--- src/rtl/flash_pkg.sv ---
package flash_pkg;
  localparam logic [7:0] CMD_RD_ARRAY = 8'hFF;
  localparam logic [7:0] CMD_RD_STAT  = 8'h70;
  localparam logic [7:0] CMD_CLR_STAT = 8'h50;
  localparam logic [7:0] CMD_PROG     = 8'h40;
  localparam logic [7:0] CMD_PROG_ALT = 8'h10;
  localparam logic [7:0] CMD_ERASE    = 8'h20;
  localparam logic [7:0] CMD_CONFIRM  = 8'hD0;
  localparam logic [7:0] CMD_SUSPEND  = 8'hB0;

  typedef enum logic [1:0] {CS_IDLE, CS_PROG, CS_ERASE} cmd_st_e;

  // programming can only clear bits
  function automatic logic [7:0] prog_merge(input logic [7:0] old_b, input logic [7:0] new_b);
    return old_b & new_b;
  endfunction

  function automatic logic [7:0] pack_status(input logic rdy, input logic susp,
                                             input logic e_er, input logic e_pg,
                                             input logic e_vpp, input logic e_lock);
    return {rdy, susp, e_er, e_pg, e_vpp, 1'b0, e_lock, 1'b0};
  endfunction
endpackage

--- src/rtl/flash_we_edge.sv ---
module flash_we_edge #(
  parameter int AW = 6
) (
  input  logic          clk,
  input  logic          rst_n,
  input  logic          we_n,
  input  logic [AW-1:0] addr,
  input  logic [7:0]    din,
  output logic          stb,
  output logic [AW-1:0] a_q,
  output logic [7:0]    d_q
);
  logic we_q;
  always_ff @(posedge clk or negedge rst_n) begin
    if (!rst_n) begin
      we_q <= 1'b1;
      stb  <= 1'b0;
      a_q  <= '0;
      d_q  <= '0;
    end else begin
      we_q <= we_n;
      stb  <= we_n & ~we_q;
      a_q  <= addr;
      d_q  <= din;
    end
  end
endmodule

--- src/rtl/flash_down_cnt.sv ---
module flash_down_cnt #(
  parameter int CW = 8
) (
  input  logic          clk,
  input  logic          rst_n,
  input  logic          load,
  input  logic [CW-1:0] load_val,
  input  logic          hold,
  output logic          done
);
  logic [CW-1:0] cnt;
  assign done = (cnt == CW'(1)) && !hold;
  always_ff @(posedge clk or negedge rst_n) begin
    if (!rst_n)                   cnt <= '0;
    else if (load)                cnt <= load_val;
    else if (cnt != '0 && !hold)  cnt <= cnt - CW'(1);
  end
endmodule

--- src/rtl/flash_array.sv ---
module flash_array
  import flash_pkg::*;
#(
  parameter int AW = 6,
  parameter int BW = 4
) (
  input  logic             clk,
  input  logic             rst_n,
  input  logic [AW-1:0]    rd_addr,
  output logic [7:0]       rd_data,
  input  logic             pg_en,
  input  logic [AW-1:0]    pg_addr,
  input  logic [7:0]       pg_data,
  input  logic             er_en,
  input  logic [AW-BW-1:0] er_blk
);
  localparam int NB = 1 << AW;
  logic [7:0] mem [NB];

  assign rd_data = mem[rd_addr];

  always_ff @(posedge clk or negedge rst_n) begin
    if (!rst_n) begin
      for (int i = 0; i < NB; i++) mem[i] <= 8'hFF;
    end else begin
      for (int i = 0; i < NB; i++) begin
        if (er_en && (AW'(i) >> BW) == AW'(er_blk))
          mem[i] <= 8'hFF;
        else if (pg_en && pg_addr == AW'(i))
          mem[i] <= prog_merge(mem[i], pg_data);
      end
    end
  end
endmodule

--- src/rtl/flash_cmd_seq.sv ---
module flash_cmd_seq
  import flash_pkg::*;
#(
  parameter int AW        = 6,
  parameter int BW        = 4,
  parameter int PROG_CYC  = 12,
  parameter int ERASE_CYC = 48,
  parameter int SUSP_LAT  = 3
) (
  input  logic                   clk,
  input  logic                   rst_n,
  input  logic [AW-1:0]          addr,
  input  logic [7:0]             din,
  input  logic                   we_n,
  input  logic                   oe_n,
  output logic [7:0]             dout,
  input  logic                   vcc_ok,
  input  logic                   vpp_ok,
  input  logic                   rp_hv,
  input  logic [(1<<(AW-BW))-1:0] lock_bits
);
  localparam int BKW  = AW - BW;
  localparam int CMAX = (PROG_CYC > ERASE_CYC) ? PROG_CYC : ERASE_CYC;
  localparam int CW   = $clog2(CMAX + 1);
  localparam int SW   = $clog2(SUSP_LAT + 1);

  logic          stb;
  logic [AW-1:0] a_q;
  logic [7:0]    d_q;

  flash_we_edge #(.AW(AW)) u_edge (
    .clk(clk), .rst_n(rst_n), .we_n(we_n), .addr(addr), .din(din),
    .stb(stb), .a_q(a_q), .d_q(d_q)
  );

  cmd_st_e        cst, cst_n;
  logic           rd_stat, rd_n;
  logic           pg_run, er_run, er_susp, sp_pend, rs_pend;
  logic [SW-1:0]  sp_cnt;
  logic [AW-1:0]  pg_addr;
  logic [7:0]     pg_data;
  logic [BKW-1:0] er_blk;
  logic           e1, e3, e4, e5;

  // named events for the checker
  logic ev_prog_start, ev_erase_start, ev_clear, ev_susp_req, ev_resume_req;
  logic ev_prog_done, ev_erase_done;
  logic set_e1, set_e3, set_e4, set_e5;

  wire            wr_go   = stb && vcc_ok;
  wire [BKW-1:0]  a_blk   = a_q[AW-1:BW];
  wire            locked_a = lock_bits[a_blk] && !rp_hv;
  wire            is_prog = (d_q == CMD_PROG) || (d_q == CMD_PROG_ALT);

  always_comb begin
    cst_n = cst;  rd_n = rd_stat;
    ev_prog_start = 1'b0; ev_erase_start = 1'b0; ev_clear = 1'b0;
    ev_susp_req = 1'b0;   ev_resume_req = 1'b0;
    set_e1 = 1'b0; set_e3 = 1'b0; set_e4 = 1'b0; set_e5 = 1'b0;
    if (wr_go) begin
      unique case (cst)
        CS_PROG: begin
          cst_n = CS_IDLE;
          if (er_run && a_blk == er_blk) begin
            // program into the suspended block is dropped
          end else if (!vpp_ok) begin
            set_e3 = 1'b1; set_e4 = 1'b1;
          end else if (locked_a) begin
            set_e1 = 1'b1; set_e4 = 1'b1;
          end else ev_prog_start = 1'b1;
        end
        CS_ERASE: begin
          cst_n = CS_IDLE;
          if (d_q != CMD_CONFIRM) begin
            set_e4 = 1'b1; set_e5 = 1'b1;
          end else if (!vpp_ok) begin
            set_e3 = 1'b1; set_e5 = 1'b1;
          end else if (locked_a) begin
            set_e1 = 1'b1; set_e5 = 1'b1;
          end else ev_erase_start = 1'b1;
        end
        default: begin
          if (er_susp) begin
            if (d_q == CMD_CONFIRM) begin
              if (!rs_pend) ev_resume_req = 1'b1;
            end else if (!pg_run) begin
              if (d_q == CMD_RD_ARRAY)     rd_n = 1'b0;
              else if (d_q == CMD_RD_STAT) rd_n = 1'b1;
              else if (is_prog) begin cst_n = CS_PROG; rd_n = 1'b1; end
            end
          end else if (pg_run) begin
            // busy: ignore
          end else if (er_run) begin
            if (d_q == CMD_SUSPEND && !sp_pend) ev_susp_req = 1'b1;
          end else begin
            if (d_q == CMD_RD_ARRAY)       rd_n = 1'b0;
            else if (d_q == CMD_RD_STAT)   rd_n = 1'b1;
            else if (d_q == CMD_CLR_STAT)  ev_clear = 1'b1;
            else if (is_prog)   begin cst_n = CS_PROG;  rd_n = 1'b1; end
            else if (d_q == CMD_ERASE) begin cst_n = CS_ERASE; rd_n = 1'b1; end
          end
        end
      endcase
    end
  end

  always_ff @(posedge clk or negedge rst_n) begin
    if (!rst_n) begin
      cst <= CS_IDLE; rd_stat <= 1'b0;
      pg_run <= 1'b0; er_run <= 1'b0; er_susp <= 1'b0;
      sp_pend <= 1'b0; rs_pend <= 1'b0; sp_cnt <= '0;
      pg_addr <= '0; pg_data <= '0; er_blk <= '0;
      e1 <= 1'b0; e3 <= 1'b0; e4 <= 1'b0; e5 <= 1'b0;
    end else begin
      cst <= cst_n; rd_stat <= rd_n;
      e1 <= !ev_clear && (e1 || set_e1);
      e3 <= !ev_clear && (e3 || set_e3);
      e4 <= !ev_clear && (e4 || set_e4);
      e5 <= !ev_clear && (e5 || set_e5);
      if (ev_prog_start) begin
        pg_run <= 1'b1; pg_addr <= a_q; pg_data <= d_q;
      end else if (ev_prog_done) pg_run <= 1'b0;
      if (ev_erase_start) begin
        er_run <= 1'b1; er_blk <= a_blk;
      end else if (ev_erase_done) er_run <= 1'b0;
      if (ev_susp_req) begin
        sp_pend <= 1'b1; sp_cnt <= SW'(SUSP_LAT);
      end else if (sp_pend) begin
        if (sp_cnt == SW'(1)) begin sp_pend <= 1'b0; er_susp <= 1'b1; end
        else sp_cnt <= sp_cnt - SW'(1);
      end
      if (ev_resume_req) rs_pend <= 1'b1;
      else if (rs_pend && !pg_run) begin rs_pend <= 1'b0; er_susp <= 1'b0; end
    end
  end

  flash_down_cnt #(.CW(CW)) u_pg_tmr (
    .clk(clk), .rst_n(rst_n), .load(ev_prog_start), .load_val(CW'(PROG_CYC)),
    .hold(1'b0), .done(ev_prog_done)
  );

  flash_down_cnt #(.CW(CW)) u_er_tmr (
    .clk(clk), .rst_n(rst_n), .load(ev_erase_start), .load_val(CW'(ERASE_CYC)),
    .hold(sp_pend | er_susp), .done(ev_erase_done)
  );

  logic [7:0] arr_rd;
  flash_array #(.AW(AW), .BW(BW)) u_arr (
    .clk(clk), .rst_n(rst_n), .rd_addr(addr), .rd_data(arr_rd),
    .pg_en(ev_prog_done), .pg_addr(pg_addr), .pg_data(pg_data),
    .er_en(ev_erase_done), .er_blk(er_blk)
  );

  wire        ready  = !pg_run && (!er_run || er_susp);
  wire [7:0]  status = pack_status(ready, er_susp, e5, e4, e3, e1);

  assign dout = oe_n ? 8'h00 : (rd_stat ? status : arr_rd);
endmodule

--- config.mk ---
export PLATFORM = sky130hd
export DESIGN_NAME = flash_cmd_seq
export DESIGN_NICKNAME = d
export VERILOG_FILES = /design/src/rtl/flash_pkg.sv /design/src/rtl/flash_we_edge.sv /design/src/rtl/flash_down_cnt.sv /design/src/rtl/flash_array.sv /design/src/rtl/flash_cmd_seq.sv
export SDC_FILE = /design/constraint.sdc
export NUM_CORES = 1
export LEC_CHECK = 0
export BUFFER_PORTS_ARGS = -buffer_cell sky130_fd_sc_hd__buf_2
export CAP_MARGIN = 20
export CORE_UTILIZATION = 25
export CTS_BUF_LIST = sky130_fd_sc_hd__clkbuf_8
export DETAILED_ROUTE_END_ITERATION = 6
export GPL_ROUTABILITY_DRIVEN = 0
export PLACE_DENSITY = 0.37
export SYNTH_ARGS = -nofsm -noshare
export SYNTH_HDL_FRONTEND = slang
export SYNTH_HIERARCHICAL = 1
export SYNTH_SLANG_ARGS = --single-unit
--- constraint.sdc ---
create_clock -name clk -period 8.8 [get_ports clk]
set_clock_uncertainty 0.05 [all_clocks]
set_input_delay 1.76 -clock clk [delete_from_list [all_inputs] [get_ports clk]]
set_output_delay 1.76 -clock clk [all_outputs]
set_load 0.01 [all_outputs]
==> results of run 1 <==
-- worst register-to-register path, cell delays in order, from the launching register on --
cell and delay (ns):
dfrtp_1 0.44, or3_4 0.41, nor4b_1 0.31, buf_4 0.21, and3b_1 0.72, nand2_1 0.47
o21ai_0 0.35, nand2_1 0.09
-- cell families after synthesis --
group / Yosys count / synth area share [%]
AND/OR/NAND/NOR: 737 / 11.8
AO/OA/AOI/OAI: 645 / 13.5
flip-flops: 570 / 57.8
buffers and inverters: 183 / 3.04
multiplexers: 176 / 13.2
adder cells (fa/ha/maj): 9 / 0.436
XOR/XNOR: 4 / 0.136
other: 2 / 0.0291
-- layout make-up --
class	instances	area, µm²
diodes	3	7.51
well taps	1368	1710
inverters	16	60.1
clock buffers	143	1970
flip-flops and latches	570	14900
repair buffers	69	581
multi-input cells	1591	10200
clock inverters	55	440
fillers	10549	72200
-- worst min path at each step --
| stage | from | cells past startpoint | end |
|---|---|---|---|
| global route | u_arr/mem[286] | 2 | u_arr/mem[286] |
| detailed placement | u_edge/a_q[1] | 1 | pg_addr[1] |
| CTS | u_edge/a_q[0] | 1 | pg_addr[0] |
| global placement | u_edge/a_q[1] | 1 | pg_addr[1] |
| finish | u_edge/a_q[0] | 1 | pg_addr[0] |
| floorplan | u_edge/a_q[0] | 1 | pg_addr[0] |
-- per-layer routing --
layer  vias to the layer above  routed length, µm  global-route usage (%)
li1                       8259                  -                       -
met3                       133               4380                    2.82
met2                       499              36300                    23.9
met5                         -                 13                       0
met1                      9678              38400                    22.6
met4                         2               2040                    4.81
-- sequential cells by signal, indices dropped and copies added (netlist names) --
signal and cells:
u_pg_tmr/cnt 6, sp_cnt 2, u_edge/we_q 1, e3 1, pg_addr 6, u_edge/d_q 8, e4 1, sp_pend 1
er_susp 1, er_blk 2, rd_stat 1, u_edge/a_q 6, u_edge/stb 1, rs_pend 1, cst 2, u_er_tmr/cnt 6
e5 1, u_arr/mem 512, pg_run 1, e1 1, er_run 1, pg_data 8
-- cell usage after synthesis (all sizes together), types with 8 or more instances --
cell / instances / area [µm²]
a211oi: 10 / 75.1
a21oi: 25 / 129
a22o: 9 / 78.8
buf: 37 / 235
clkbuf: 130 / 488
dfrtp: 57 / 1430
dfstp: 513 / 13500
ha: 9 / 113
inv: 16 / 60.1
mux2: 25 / 282
mux2i: 23 / 230
mux4: 128 / 2910
nand2: 599 / 2250
nand2b: 18 / 113
nor2: 47 / 176
nor2b: 14 / 95.1
nor3: 17 / 108
o21ai: 538 / 2690
o221ai: 10 / 87.6
o22ai: 16 / 100
o32ai: 8 / 70.1
-- power by group --
part | total [mW] | switching [mW] | internal, mW
registers | 2.98 | 0.142 | 2.84
clock network | 2.86 | 1.20 | 1.66
logic | 0.952 | 0.686 | 0.265
total | 6.79 | 2.03 | 4.76
==> run_results.csv, run 1 <==
group,metric,value,unit
cells_and_area,fin_cells,3815,
placed_design,post-place-cells,3609,
critical_path,worstSetupPathType,"input pin to output pin",
run,maxCapViolations,0,
grt,grt_antenna_before_repair,2,
floorplanning,core.rowCount,117,
cts,cts_inserted_buffers,109,
grt,grt_max_degree,153,
sta,drv_slew,0,
synthesis,yosys_warnings,6,
sta,tightest_slew,1.24,ns
sta,final.setup.tns,0,ns
floorplanning,die-area,104000,µm²
routing,avgViaCountPerCell,4.87,
routing,postRouteAntennaNets,0,
critical_path,reg2reg_depth,7,
power_and_ir_drop,ir_worst_vdd,174,µV
sta,fmaxAchievable,0.152,GHz
critical_path,crit_path_end_kind,"output pin",
critical_path,crit_path_end,"dout[7]",
power_and_ir_drop,leakagePower,10.6,nW
critical_path,rr_startpoint,"u_pg_tmr/cnt[2]",
synthesis,post_synth_inst_count,2326,
hold_path,hp-class,"flop to flop",
sta,setup_violations,0,
critical_path,crit_required,6.99,ns
synthesis,synth-seq-area-share,57.8,%
floorplanning,core_region_area,102000,µm²
placed_design,place_ws,2.13,ns
sta,rsz0062_at_grt,"no",
routing,vias,18571,
critical_path,path_delay_family,"buffers and inverters",
synthesis,ys_types,64,
critical_path,cp_num_buf_inv,3,
cells_and_area,final_common_cell,"nand2_1",
synthesis,ys_seq_elements,570,
power_and_ir_drop,powerDensity,227,nW/µm²
routing,drc,0,
critical_path,startpoint,"addr[2]",
cts,ctsHtreeMaxLevel,3,
cts,cts_setup_buffers,0,
cts,clock_sinks,570,
routing,wl,81100,µm
cells_and_area,final_nets,2391,
cts,cts-hold-fix-buffers,0,
grt,grt_overflow_total,0,
placed_design,place.port_buffers,32,
cells_and_area,layout_common_cells,"nand2_1, o21ai_0, dfstp_2, clkbuf_8, mux4_2",
sta,hold_viol,0,
synthesis,ys_async_sr_fraction,100,%
floorplanning,die_w,323,µm
cells_and_area,postLayoutCoreUtil,29.3,%
critical_path,cp_slowest_cell,"buf_4",
critical_path,path_depth,11,
placed_design,place_area,27400,µm²
floorplanning,die_h,323,µm
cts,cts_resized,0,
power_and_ir_drop,power,6.79,mW
cts,cts_tree,"yes",
synthesis,avgSynthCellArea,11.1,µm²
synthesis,synth_flop_cell,"dfstp_2",
floorplanning,ioPinCount,33,
grt,grt_usage,15.7,%
critical_path,cp-start-kind,"input pin",
sta,layout_setup_ws,2.22,ns
critical_path,r2r-end,"u_arr/mem[364]",
cells_and_area,drive_gt1_share,37.0,%
sta,min_period_over_period,74.8,%
critical_path,crit_fanout,42,
critical_path,worst-endpoint-arrival,4.77,ns
routing,wl_per_cell,21.3,µm
cts,path_clk_slew,0.06,ns
cts,cts_root_buf,"clkbuf_8",
synthesis,syn_area,25800,µm²
sta,worst_hold_slack,0.410,ns
placed_design,dp_hpwl,49100,µm
cts,clock_latency,0.74,ns
synthesis,synth-edff-count,0,
grt,grt_pass1_wl,125000,µm
critical_path,crit_path_max_incr_delay,0.64,ns
cells_and_area,fin_area,29900,µm²
critical_path,reg2reg_slack,5.65,ns
critical_path,crit_chain,"buf_2, buf_4, mux4_2, nor2b_1, a211oi_1, nor2_1, a22o_1, nor2b_1, a31oi_1, nor2_1, buf_2",
routing,drtPass1Iterations,5,
routing,first_iter_violations,1323,
floorplanning,initial_core_util,25.3,%
sta,relSlewSlack,16.4,%
run_status,outcome,"completed",
sta,period_needed,6.58,ns
cells_and_area,areaGrowthSynthToFinish,15.8,%
cts,clk_path_buf_depth,3,
grt,grt_pass1_vias,18942,
No activity file was read; power rests on OpenSTA's default activity.
==> run 2: changes to the inputs <==
- PLACE_DENSITY: 0.37 -> 0.38
- clock period: 8.8 -> 5.8 ns (I/O delays scaled with it)
==> run_results.csv, run 2 (synthesized netlist as in run 1, its figures left out) <==
group,metric,value,unit
routing,first_iter_violations,1440,
cells_and_area,largest_register_ffs,512,
sta,min_period_over_period,86.7,%
routing,drc,0,
grt,grt_overflow_total,0,
critical_path,cp-start-kind,"input pin",
power_and_ir_drop,powerDensity,330,nW/µm²
sta,period_needed,5.03,ns
grt,grt_max_degree,119,
grt,grt_antenna_before_repair,4,
power_and_ir_drop,ir_worst_vdd,219,µV
sta,fmaxAchievable,0.199,GHz
grt,grt_pass1_wl,122000,µm
floorplanning,die-area,104000,µm²
critical_path,crit_chain,"buf_2, buf_4, nand2b_1, o21ai_0, o32ai_1, a22o_1, nor2b_1, a31oi_1, nor2_1, buf_2",
cells_and_area,final_nets,2396,
critical_path,path_delay_family,"buffers and inverters",
routing,postRouteAntennaNets,0,
hold_path,hp-class,"flop to flop",
placed_design,place.port_buffers,32,
grt,grt_pass1_vias,18537,
critical_path,reg2reg_depth,8,
sta,drv_slew,0,
floorplanning,die_w,323,µm
sta,hold_viol,0,
grt,grt_usage,15.5,%
routing,wl_per_cell,21.0,µm
run,maxCapViolations,0,
power_and_ir_drop,leakagePower,10.5,nW
sta,setup_violations,0,
critical_path,worstSetupPathType,"input pin to output pin",
critical_path,crit_required,4.59,ns
cells_and_area,drive_gt1_share,36.6,%
critical_path,path_depth,10,
placed_design,dp_hpwl,48500,µm
cts,path_clk_slew,0.05,ns
power_and_ir_drop,power,9.76,mW
placed_design,place_ws,0.704,ns
cts,cts_setup_buffers,0,
hold_path,worstHoldPathCells,1,
critical_path,cpMostUsedCell,"buf_2",
cells_and_area,largestRegisters,"u_arr/mem: 512 flops, pg_data: 8 flops, u_edge/d_q: 8 flops",
floorplanning,core.rowCount,117,
cells_and_area,multi_input_area,10200,µm²
cts,clk_path_buf_depth,3,
cells_and_area,final.fill_count,10579,
critical_path,cp_slowest_cell,"buf_2",
floorplanning,die_h,323,µm
floorplanning,ioPinCount,33,
sta,rsz0062_at_grt,"no",
cts,clock_latency,0.72,ns
critical_path,crit_path_max_incr_delay,0.68,ns
cts,cts_root_buf,"clkbuf_8",
cts,cts_resized,0,
critical_path,worst-endpoint-arrival,3.82,ns
routing,drtPass1Iterations,5,
critical_path,crit_path_end_kind,"output pin",
critical_path,cp_num_buf_inv,3,
cells_and_area,largest-register,"u_arr/mem",
cells_and_area,area.sequential,14900,µm²
cts,ctsHtreeMaxLevel,3,
cells_and_area,areaGrowthSynthToFinish,14.7,%
floorplanning,initial_core_util,25.3,%
floorplanning,core_region_area,102000,µm²
sta,final.setup.tns,0,ns
routing,vias,18467,
cts,cts-hold-fix-buffers,0,
routing,wl,80100,µm
sta,layout_setup_ws,0.769,ns
cells_and_area,final_common_cell,"nand2_1",
cells_and_area,layout_common_cells,"nand2_1, o21ai_0, dfstp_2, clkbuf_8, mux4_2",
cts,cts_inserted_buffers,105,
sta,tightest_slew,1.12,ns
cts,cts_tree,"yes",
routing,avgViaCountPerCell,4.84,
critical_path,crit_fanout,28,
run_status,outcome,"completed",
cts,clock_sinks,570,
sta,relSlewSlack,25.2,%
## run 2: changes by cell type in the layout (fill, tap and decap cells not counted), moves of 3 or more
cell / delta
buf_12: +3
buf_16: -3
clkbuf_8: -17
inv_1: +13
buf_4: +9
bufinv_16: -5
## run 2: cell type report
class	instances	area share (%)
inverters	16	0.203
repair buffers	78	2.13
clock buffers	126	5.86
diodes	3	0.0254
flip-flops and latches	570	50.4
clock inverters	64	1.14
multi-input cells	1591	34.5
well taps	1368	5.78
## run 2: path summary, 6_finish.rpt
kind                                       end       startpoint  slack, ns
worst max-delay path                   dout[7]          addr[4]       0.77
worst min-delay path                pg_addr[2]    u_edge/a_q[2]       0.41
worst max register to register  u_arr/mem[231]  u_pg_tmr/cnt[2]       2.42
worst min register to register      pg_addr[2]    u_edge/a_q[2]       0.41
max in group asynchronous       u_arr/mem[252]            rst_n       3.91
min in group asynchronous        u_edge/a_q[4]            rst_n       0.52
## run 2: metrics by stage
stage	hold WS, ns	cell area, µm²	cells	utilization, %
5_1_grt	0.424	29600	3815	29.0
6_report	0.413	29600	3816	29.0
3_5_place_dp	0.400	27500	3621	26.9
3_3_place_gp	0.395	27500	3621	26.9
2_1_floorplan	0.389	25900	2344	-
4_1_cts	0.408	29600	3811	29.0
## run 2: power by group
group,internal (mW),switching (mW)
logic,0.406,1.02
registers,4.30,0.253
clock network,2.05,1.74
## run 2: worst reg2reg max path: cells and delay by family (launching register included)
kind            cells  cell delay (ns)
compound gates      1             0.35
buf+inv             1             0.23
flops               1             0.43
simple gates        6             2.19
## run 2: layer usage
| layer | routed length [µm] | track usage, % | vias to the layer above |
|---|---|---|---|
| met1 | 39100 | 22.7 | 9640 |
| met3 | 3960 | 2.60 | 99 |
| met2 | 35500 | 23.2 | 471 |
| met4 | 1550 | 4.52 | 0 |
| li1 | - | - | 8257 |
| met5 | 0 | 0 | - |
